**config.mk**
```make
export PLATFORM = sky130hd
export DESIGN_NAME = mgmt_regbank
export DESIGN_NICKNAME = d
export VERILOG_FILES = /design/src/rtl/mgmt_regbank.sv
export SDC_FILE = /design/constraint.sdc
export NUM_CORES = 2
export LEC_CHECK = 0
export CAP_MARGIN = 20
export CORE_ASPECT_RATIO = 2
export CORE_MARGIN = 4
export CORE_UTILIZATION = 61
export CTS_CLUSTER_DIAMETER = 120
export DETAILED_ROUTE_END_ITERATION = 6
export DONT_BUFFER_PORTS = 1
export HOLD_SLACK_MARGIN = 0.05
export PLACE_DENSITY = 0.77
export SYNTH_ARGS = -nofsm -noshare
export SYNTH_HDL_FRONTEND = slang
export SYNTH_SLANG_ARGS = --single-unit
```
**constraint.sdc**
```tcl
create_clock -name clk -period 5 [get_ports clk]
set_clock_uncertainty 0.05 [all_clocks]
set_input_delay 0.5 -clock clk [delete_from_list [all_inputs] [get_ports clk]]
set_output_delay 0.5 -clock clk [all_outputs]
set_load 0.03 [all_outputs]
```
**src/rtl/mgmt_regbank.sv**
```systemverilog
module mgmt_regbank #(
  parameter int NREG = 32,
  parameter int DW   = 16,
  localparam int IW  = $clog2(NREG)
) (
  input  logic          clk,
  input  logic          rst_n,
  input  logic          h_wen,
  input  logic [8:0]    h_addr,
  input  logic [31:0]   h_wdata,
  output logic [31:0]   h_rdata,
  input  logic          fe_wr_stb,
  input  logic [IW-1:0] fe_wr_idx,
  input  logic [DW-1:0] fe_wr_data,
  input  logic          fe_rd_stb,
  input  logic [IW-1:0] fe_rd_idx,
  input  logic [2:0]    fe_err,
  output logic [DW-1:0] fe_rd_data,
  output logic          cfg_en,
  output logic [4:0]    cfg_port,
  output logic          cfg_nopre,
  output logic          irq
);
  logic en, wrie, rdie, eie, nopre;
  logic [4:0] port;
  logic [DW-1:0] din  [NREG];
  logic [DW-1:0] dout [NREG];
  logic [NREG-1:0] wrf, rdf;
  logic [2:0] err;

  wire          aligned = (h_addr[1:0] == 2'b00);
  wire [6:0]    wa      = h_addr[8:2];
  wire [IW-1:0] ridx    = h_addr[IW+1:2];
  wire          din_sel  = aligned && (h_addr[8:7] == 2'b10);
  wire          dout_sel = aligned && (h_addr[8:7] == 2'b11);
  wire ctrl_w = h_wen && aligned && (wa == 7'd0);
  wire wclr_w = h_wen && aligned && (wa == 7'd2);
  wire rclr_w = h_wen && aligned && (wa == 7'd4);
  wire eclr_w = h_wen && aligned && (wa == 7'd6);
  wire wr_hit = en && fe_wr_stb;
  wire rd_hit = en && fe_rd_stb;
  wire [NREG-1:0] wset = wr_hit ? (NREG'(1) << fe_wr_idx) : '0;
  wire [NREG-1:0] rset = rd_hit ? (NREG'(1) << fe_rd_idx) : '0;

  always_ff @(posedge clk) begin
    if (!rst_n) begin
      {en, wrie, rdie, eie, nopre} <= '0;
      port <= '0;
    end else if (ctrl_w) begin
      en   <= h_wdata[0];
      wrie <= h_wdata[1];
      rdie <= h_wdata[2];
      eie  <= h_wdata[3];
      if (!en) begin
        nopre <= h_wdata[7];
        port  <= h_wdata[12:8];
      end
    end
  end

  generate
    for (genvar i = 0; i < NREG; i++) begin : g_reg
      always_ff @(posedge clk) begin
        if (!rst_n || (ctrl_w && !h_wdata[0]))
          din[i] <= '0;
        else if (wr_hit && fe_wr_idx == IW'(i))
          din[i] <= fe_wr_data;
      end
      always_ff @(posedge clk) begin
        if (!rst_n)
          dout[i] <= '0;
        else if (h_wen && dout_sel && ridx == IW'(i) &&
                 !(rd_hit && fe_rd_idx == IW'(i)))
          dout[i] <= h_wdata[DW-1:0];
      end
    end
  endgenerate

  always_ff @(posedge clk) begin
    if (!rst_n) begin
      wrf <= '0;
      rdf <= '0;
      err <= '0;
      fe_rd_data <= '0;
    end else begin
      wrf <= (wrf & ~(wclr_w ? h_wdata[NREG-1:0] : '0)) | wset;
      rdf <= (rdf & ~(rclr_w ? h_wdata[NREG-1:0] : '0)) | rset;
      err <= (err & ~(eclr_w ? h_wdata[2:0] : 3'b0)) | (en ? fe_err : 3'b0);
      if (rd_hit) fe_rd_data <= dout[fe_rd_idx];
    end
  end

  always_comb begin
    h_rdata = '0;
    if (din_sel)       h_rdata[DW-1:0] = din[ridx];
    else if (dout_sel) h_rdata[DW-1:0] = dout[ridx];
    else if (aligned && h_addr[8:7] == 2'b00) begin
      case (h_addr[6:2])
        5'd0: h_rdata = {19'b0, port, nopre, 3'b0, eie, rdie, wrie, en};
        5'd1: h_rdata[NREG-1:0] = wrf;
        5'd3: h_rdata[NREG-1:0] = rdf;
        5'd5: h_rdata[2:0] = err;
        default: h_rdata = '0;
      endcase
    end
  end

  assign cfg_en    = en;
  assign cfg_port  = port;
  assign cfg_nopre = nopre;
  assign irq = (wrie && |wrf) || (rdie && |rdf) || (eie && |err);
endmodule


```
== After elaboration in Yosys (flattened, before gate mapping) ==
Memories as Yosys holds them, arrays and structs flattened. A register that Yosys moved wholly into a read port is not among the register bits.
Cells that the tools add are included.

* Output and inout bits: 56
* Bits in registers: 77
* Memories kept: 2
* Logic and storage cells: 648
* Input bits: 75
* RAM bits: 1024

{| class="wikitable"
|+ Memory list
! memory !! words !! width !! read ports !! clocked after Yosys merged registers in !! wr ports !! line !! text
|-
| din || 32 || 16 || 1 || 0 || 32 || 26 || <nowiki>logic [DW-1:0] din [NREG];</nowiki>
|-
| dout || 32 || 16 || 2 || 1 || 32 || 27 || <nowiki>logic [DW-1:0] dout [NREG];</nowiki>
|}

* Mux-type cells: 272
* Bitwise gates (word level): 74
* Reductions and logical operators: 191
* Shift-type cells: 2
* Eq/ne operators: 98

{| class="wikitable"
|+ Operators by type and width
! kind !! number
|-
| 2-to-1 mux 16 bit || 68
|-
| equality test 5 bit, second input constant || 48
|-
| 2-to-1 mux 1 bit || 195
|-
| 2-to-1 mux 32 bit || 5
|-
| logical AND 1 bit || 143
|-
| equality test 5 x 4 -> 1 bit, second input constant || 24
|-
| case mux 29 bit (3 select lines) || 1
|-
| AND 32 bit || 2
|-
| NOT 32 bit || 2
|-
| bitwise OR 1 bit || 64
|-
| bitwise OR 32 bit || 2
|-
| OR reduction 32 bit || 2
|-
| left shift 1 x 5 -> 32 bit, first input constant || 2
|-
| equality test 5 x 3 -> 1 bit, second input constant || 12
|-
| logical NOT 1 bit || 35
|-
| equality test 5 x 2 -> 1 bit, second input constant || 6
|-
| equality test 5 x 1 -> 1 bit, second input constant || 3
|-
| logical NOT 5 bit || 3
|-
| equality test 7 x 3 -> 1 bit, second input constant || 2
|-
| case mux 3 bit (4 select lines) || 1
|-
| equality test 7 x 2 -> 1 bit, second input constant || 1
|-
| logical NOT 7 bit || 1
|-
| 2-to-1 mux 3 bit || 2
|-
| equality test 2 bit, second input constant || 2
|-
| other kinds (8) || 11
|}

== Longest topological paths before layout ==
* Word-level depth: 9
* Gate-level depth with buffers: 10
* Mapped depth without buffers: 5

== Least setup slack after synthesis ==
Ideal clock, no wire load.

* Path kind: input to register
* From: input h_addr[1]
* To: memory dout[13][0], enable pin
* Setup slack: 1349 ps
* Library setup time: 436 ps
* Buffers on the path: 2
* Data arrival time: 3165 ps
* Stages on the path: 6
* Path through: nor4bb_1 buf_4 and2_1 buf_6 nand2_4 o41ai_1

{| class="wikitable"
|+ RTL lines
! what !! line !! text
|-
| start, declared || 9 || <nowiki>input logic [8:0] h_addr,</nowiki>
|-
| end, declared || 27 ||
|}

== Worst setup path after layout ==
* From: memory din[22][14]
* To: output h_rdata[14]

* Longest elaborated chain between the ends: 2

{| class="wikitable"
|+ Ends and longest elaborated chain
! what !! line !! text
|-
| start, declared || 26 ||
|-
| memory read (32 x 16 bit) || - ||
|-
| 2-to-1 mux 16 bit || 95 || <nowiki>if (din_sel) h_rdata[DW-1:0] = din[ridx];</nowiki>
|-
| end, declared || 11 || <nowiki>output logic [31:0] h_rdata,</nowiki>
|}

No other way between the ends.

==> impl_summary.md <==
Min path
The worst hold path belongs to the class in2reg.

Placement
The total cell area at the placement stage is 56300 sq um. During placement, the flow inserted port buffers numbering 0. The sum of net half-perimeters after detailed placement is 120 mm. The final weighted congestion in routability-driven placement is 1.00.

Finish
The post-route cell area is 60500 sq um. The area growth from synthesis to layout is 8.55%. The final standard cell utilization of the core is 66.8%. The number of nets in the final layout is 3822.

The ratio of cells with drive above 1 in the final layout is 18.8%.

Setup path
In this run the worst path has a maximum fanout of 1. The delay of the slowest cell on the worst path is 0.78 ns. Traced cell by cell, the critical path runs through mux4_2, o22ai_1, nor3_1, a211oi_1, o21ai_1. The critical path is of the reg2out type. For this design, the slowest cell found on the critical path is sky130_fd_sc_hd__o22ai_1.

The category of the worst setup path capture point is an output pin. The element type at the critical path start is a flop. STA puts the critical path data arrival time at 3.62 ns. For the worst setup path, the data required time is 4.45 ns.

Clocking
The clock-pin slew on the worst setup and hold paths is 0.07 ns. Clock latency on the worst-skew pair, taken at its later pin, is 0.73 ns. The sink count of the clock tree is 1117. The clock tree root buffer cell is sky130_fd_sc_hd__clkbuf_16.

TritonCTS built the clock tree. The H-tree generated during clock tree synthesis spans 3 levels. The number of buffers inserted during clock tree synthesis is 94. The total setup buffers inserted after CTS is 0. In this run the deepest clock path goes through 3 buffers.

Floorplan
For this configuration, the core starts out at a cell density of 61.5%. During I/O placement, the number of pins put on the boundary was 131. The die is 435 um tall. The floorplan step defined a die boundary enclosing 96500 sq um. The area of the core is 90600 sq um. In this run the core area contains 156 standard-cell rows. The die is 222 um wide.

Run status
The run finished with clean final reports.

Global route
The initial antenna violation count is 10. The total routing resource utilization after global routing is 37.1%. The number of global-route vias before repair came to 35.4k. The wire length of the first global-routing pass is 256 mm.

Entering global routing, the biggest net connects 297 pins. The final global-route overflow total is 0.

Routing
The number of nets with antenna violations after routing is 0. For this run, design rule violations remaining after detail routing come to 0. The detailed router's first-iteration violation count is 4515. Using the TritonRoute via totals, the vias-per-cell ratio works out to 7.02. The via count is 35.2k.

The number of search-and-repair iterations in the first detailed-routing pass is 6. Wires add up to 180 mm. After detailed routing, the average wire length per cell comes to 35.8 um.

Logic synthesis
Of the post-synthesis cell area, the dominant cell type holds 55.2%. Synthesis produced a netlist whose cell count is 3870. The netlist area before placement is 55700 sq um. The register bit total from synthesis is 1117. Among all flip-flop cells after synthesis, the most frequent one is sky130_fd_sc_hd__edfxtp_1.

Ranked by total cell area, the synthesized netlist is headed by sky130_fd_sc_hd__edfxtp_1 55%, sky130_fd_sc_hd__mux4_2 16%, sky130_fd_sc_hd__and2_1 11%, sky130_fd_sc_hd__dfxtp_1 3.3%, sky130_fd_sc_hd__mux2i_1 2.2%. Each instance of the synthesized netlist takes up on average 14.4 sq um. The async set-reset flop share out of synthesis is 0%. The leading area contributor after synthesis is sky130_fd_sc_hd__edfxtp_1. The number of warning messages in the yosys log is 0.

The number of enable-type register cells in the synthesized netlist is 1024. The sequential area share after synthesis is 58.5%. The count of cell types in the netlist is 71. Synthesis produced a netlist with a net count of 3945.

Timing
The relative slew slack is 13.2%. The final worst-path cycle share is 83.3%. Timing would allow up to 240 MHz.

The hold violation count in the final report is 0. After routing, the total negative slack on setup checks comes to 0 ns. The final-report setup violation count is 0. Setup repair after global routing left no endpoint under its margin. The total count of max-transition violations in the final report came to 0. The transition at the pin with the smallest max-transition slack is 1.30 ns. After layout, the minimum clock period comes to 4.17 ns.

Power and ir drop
The cell leakage power is 0.0211 uW. In this run the power density over the cells is 330 nW/um^2. The largest vdd supply drop is 0.392 mV.

Flow run
The reported max-cap violation count is 0.
[worst max-delay path: cells and delay by family, from the launching register on]
| kind | cells | cell delay, ns |
|---|---|---|
| AO/OA/AOI/OAI | 3 | 1.80 |
| multiplexers | 1 | 0.50 |
| flip-flops | 1 | 0.39 |
| AND/OR/NAND/NOR | 1 | 0.21 |
[flip-flops by register name (all words and copies together) (netlist names)]
register and cells:
cfg_en 1, cfg_nopre 1, cfg_port 5, din 512
dout 512, eie 1, err 3, fe_rd_data 16
rdf 32, rdie 1, wrf 32, wrie 1
[cell usage after synthesis, types with 38 or more instances]
cell	count
sky130_fd_sc_hd__nand2_1	219
sky130_fd_sc_hd__a22oi_1	40
sky130_fd_sc_hd__dfxtp_1	93
sky130_fd_sc_hd__and2_1	964
sky130_fd_sc_hd__clkbuf_1	211
sky130_fd_sc_hd__and3_1	66
sky130_fd_sc_hd__mux4_2	394
sky130_fd_sc_hd__buf_2	86
sky130_fd_sc_hd__edfxtp_1	1024
sky130_fd_sc_hd__o22ai_1	38
sky130_fd_sc_hd__mux2i_1	122
sky130_fd_sc_hd__nor2_1	137
sky130_fd_sc_hd__a21oi_1	100
[per-layer routing]
layer,part of all wire (%),vias up,global-route usage (%)
li1,-,14355,-
met1,29,17557,39.5
met2,49,2437,61.4
met3,9.9,843,9.34
met4,12,2,32.0
met5,0.0072,-,0
[final cells by class]
type	count	area, sq um
repair buffers	135	1560
inverters	5	21.3
flip-flops and latches	1117	32600
clock inverters	58	584
multi-input cells	2394	21700
fillers	6214	30100
well taps	1185	1480
diodes	8	20.0
clock buffers	114	2520
[power by group]
part	switching (uW)	total (uW)	internal [uW]
Clock	3470	7640	4170
Sequential	157	10700	10500
Combinational	912	1620	709
Total	4540	19900	15400
[worst paths after layout]
path                                   from           to  slack [ns]  cells past startpoint
worst min register to register       wrf[0]       wrf[0]        0.43                      2
worst max-delay path            din[22][14]  h_rdata[14]        0.83                      5
worst max register to register       cfg_en   din[25][7]        1.43                      5
worst min-delay path             h_wdata[6]       rdf[6]        0.12                      4
[cells in the final DEF (no fill, tap or decap), types with 14 or more instances in the layout]
cell	synthesis	final
sky130_fd_sc_hd__a221oi_1	20	20
sky130_fd_sc_hd__a211oi_1	17	17
sky130_fd_sc_hd__edfxtp_1	1024	1024
sky130_fd_sc_hd__mux2i_1	122	122
sky130_fd_sc_hd__a21oi_1	100	100
sky130_fd_sc_hd__clkinv_1	3	19
sky130_fd_sc_hd__buf_12	0	30
sky130_fd_sc_hd__nor2_1	137	134
sky130_fd_sc_hd__nand2b_1	19	19
sky130_fd_sc_hd__dfxtp_1	93	93
sky130_fd_sc_hd__nand2_1	219	219
sky130_fd_sc_hd__clkinv_2	0	24
sky130_fd_sc_hd__a22oi_1	40	40
sky130_fd_sc_hd__clkbuf_1	211	14
sky130_fd_sc_hd__and3_1	66	66
sky130_fd_sc_hd__buf_4	17	65
sky130_fd_sc_hd__nor4_1	21	20
sky130_fd_sc_hd__mux4_2	394	394
sky130_fd_sc_hd__nor3_1	20	20
sky130_fd_sc_hd__dlygate4sd3_1	0	33
sky130_fd_sc_hd__and2_1	964	964
sky130_fd_sc_hd__o21ai_0	28	22
sky130_fd_sc_hd__a22o_1	15	15
sky130_fd_sc_hd__nand3_1	24	24
sky130_fd_sc_hd__o22ai_1	38	38
sky130_fd_sc_hd__clkbuf_16	0	97
[logic make-up after synthesis]
logic type	Yosys count	synth area share, %
AO/OA/AOI/OAI	325	3.89
buffers and inverters	359	3.05
flip-flops	1117	58.5
multiplexers	526	18.3
AND/OR/NAND/NOR	1543	16.2
[stage by stage]
stage	power, uW	cells	worst slack, ns	hold WS (ns)
6_report	19900	5016	0.834	0.117
5_1_grt	20400	5010	0.955	0.111
4_1_cts	19900	5000	1.17	0.0781
3_5_place_dp	12200	4765	1.41	0.416
3_3_place_gp	12200	4764	1.41	0.414
2_1_floorplan	12000	3870	1.35	0.399
[timing repair]
action	in CTS	in global routing
hold buffers	63	1
gates resized for setup	0	0
endpoints found under the hold margin	1100	4
Note: power is estimated with default switching activity, not from simulation.
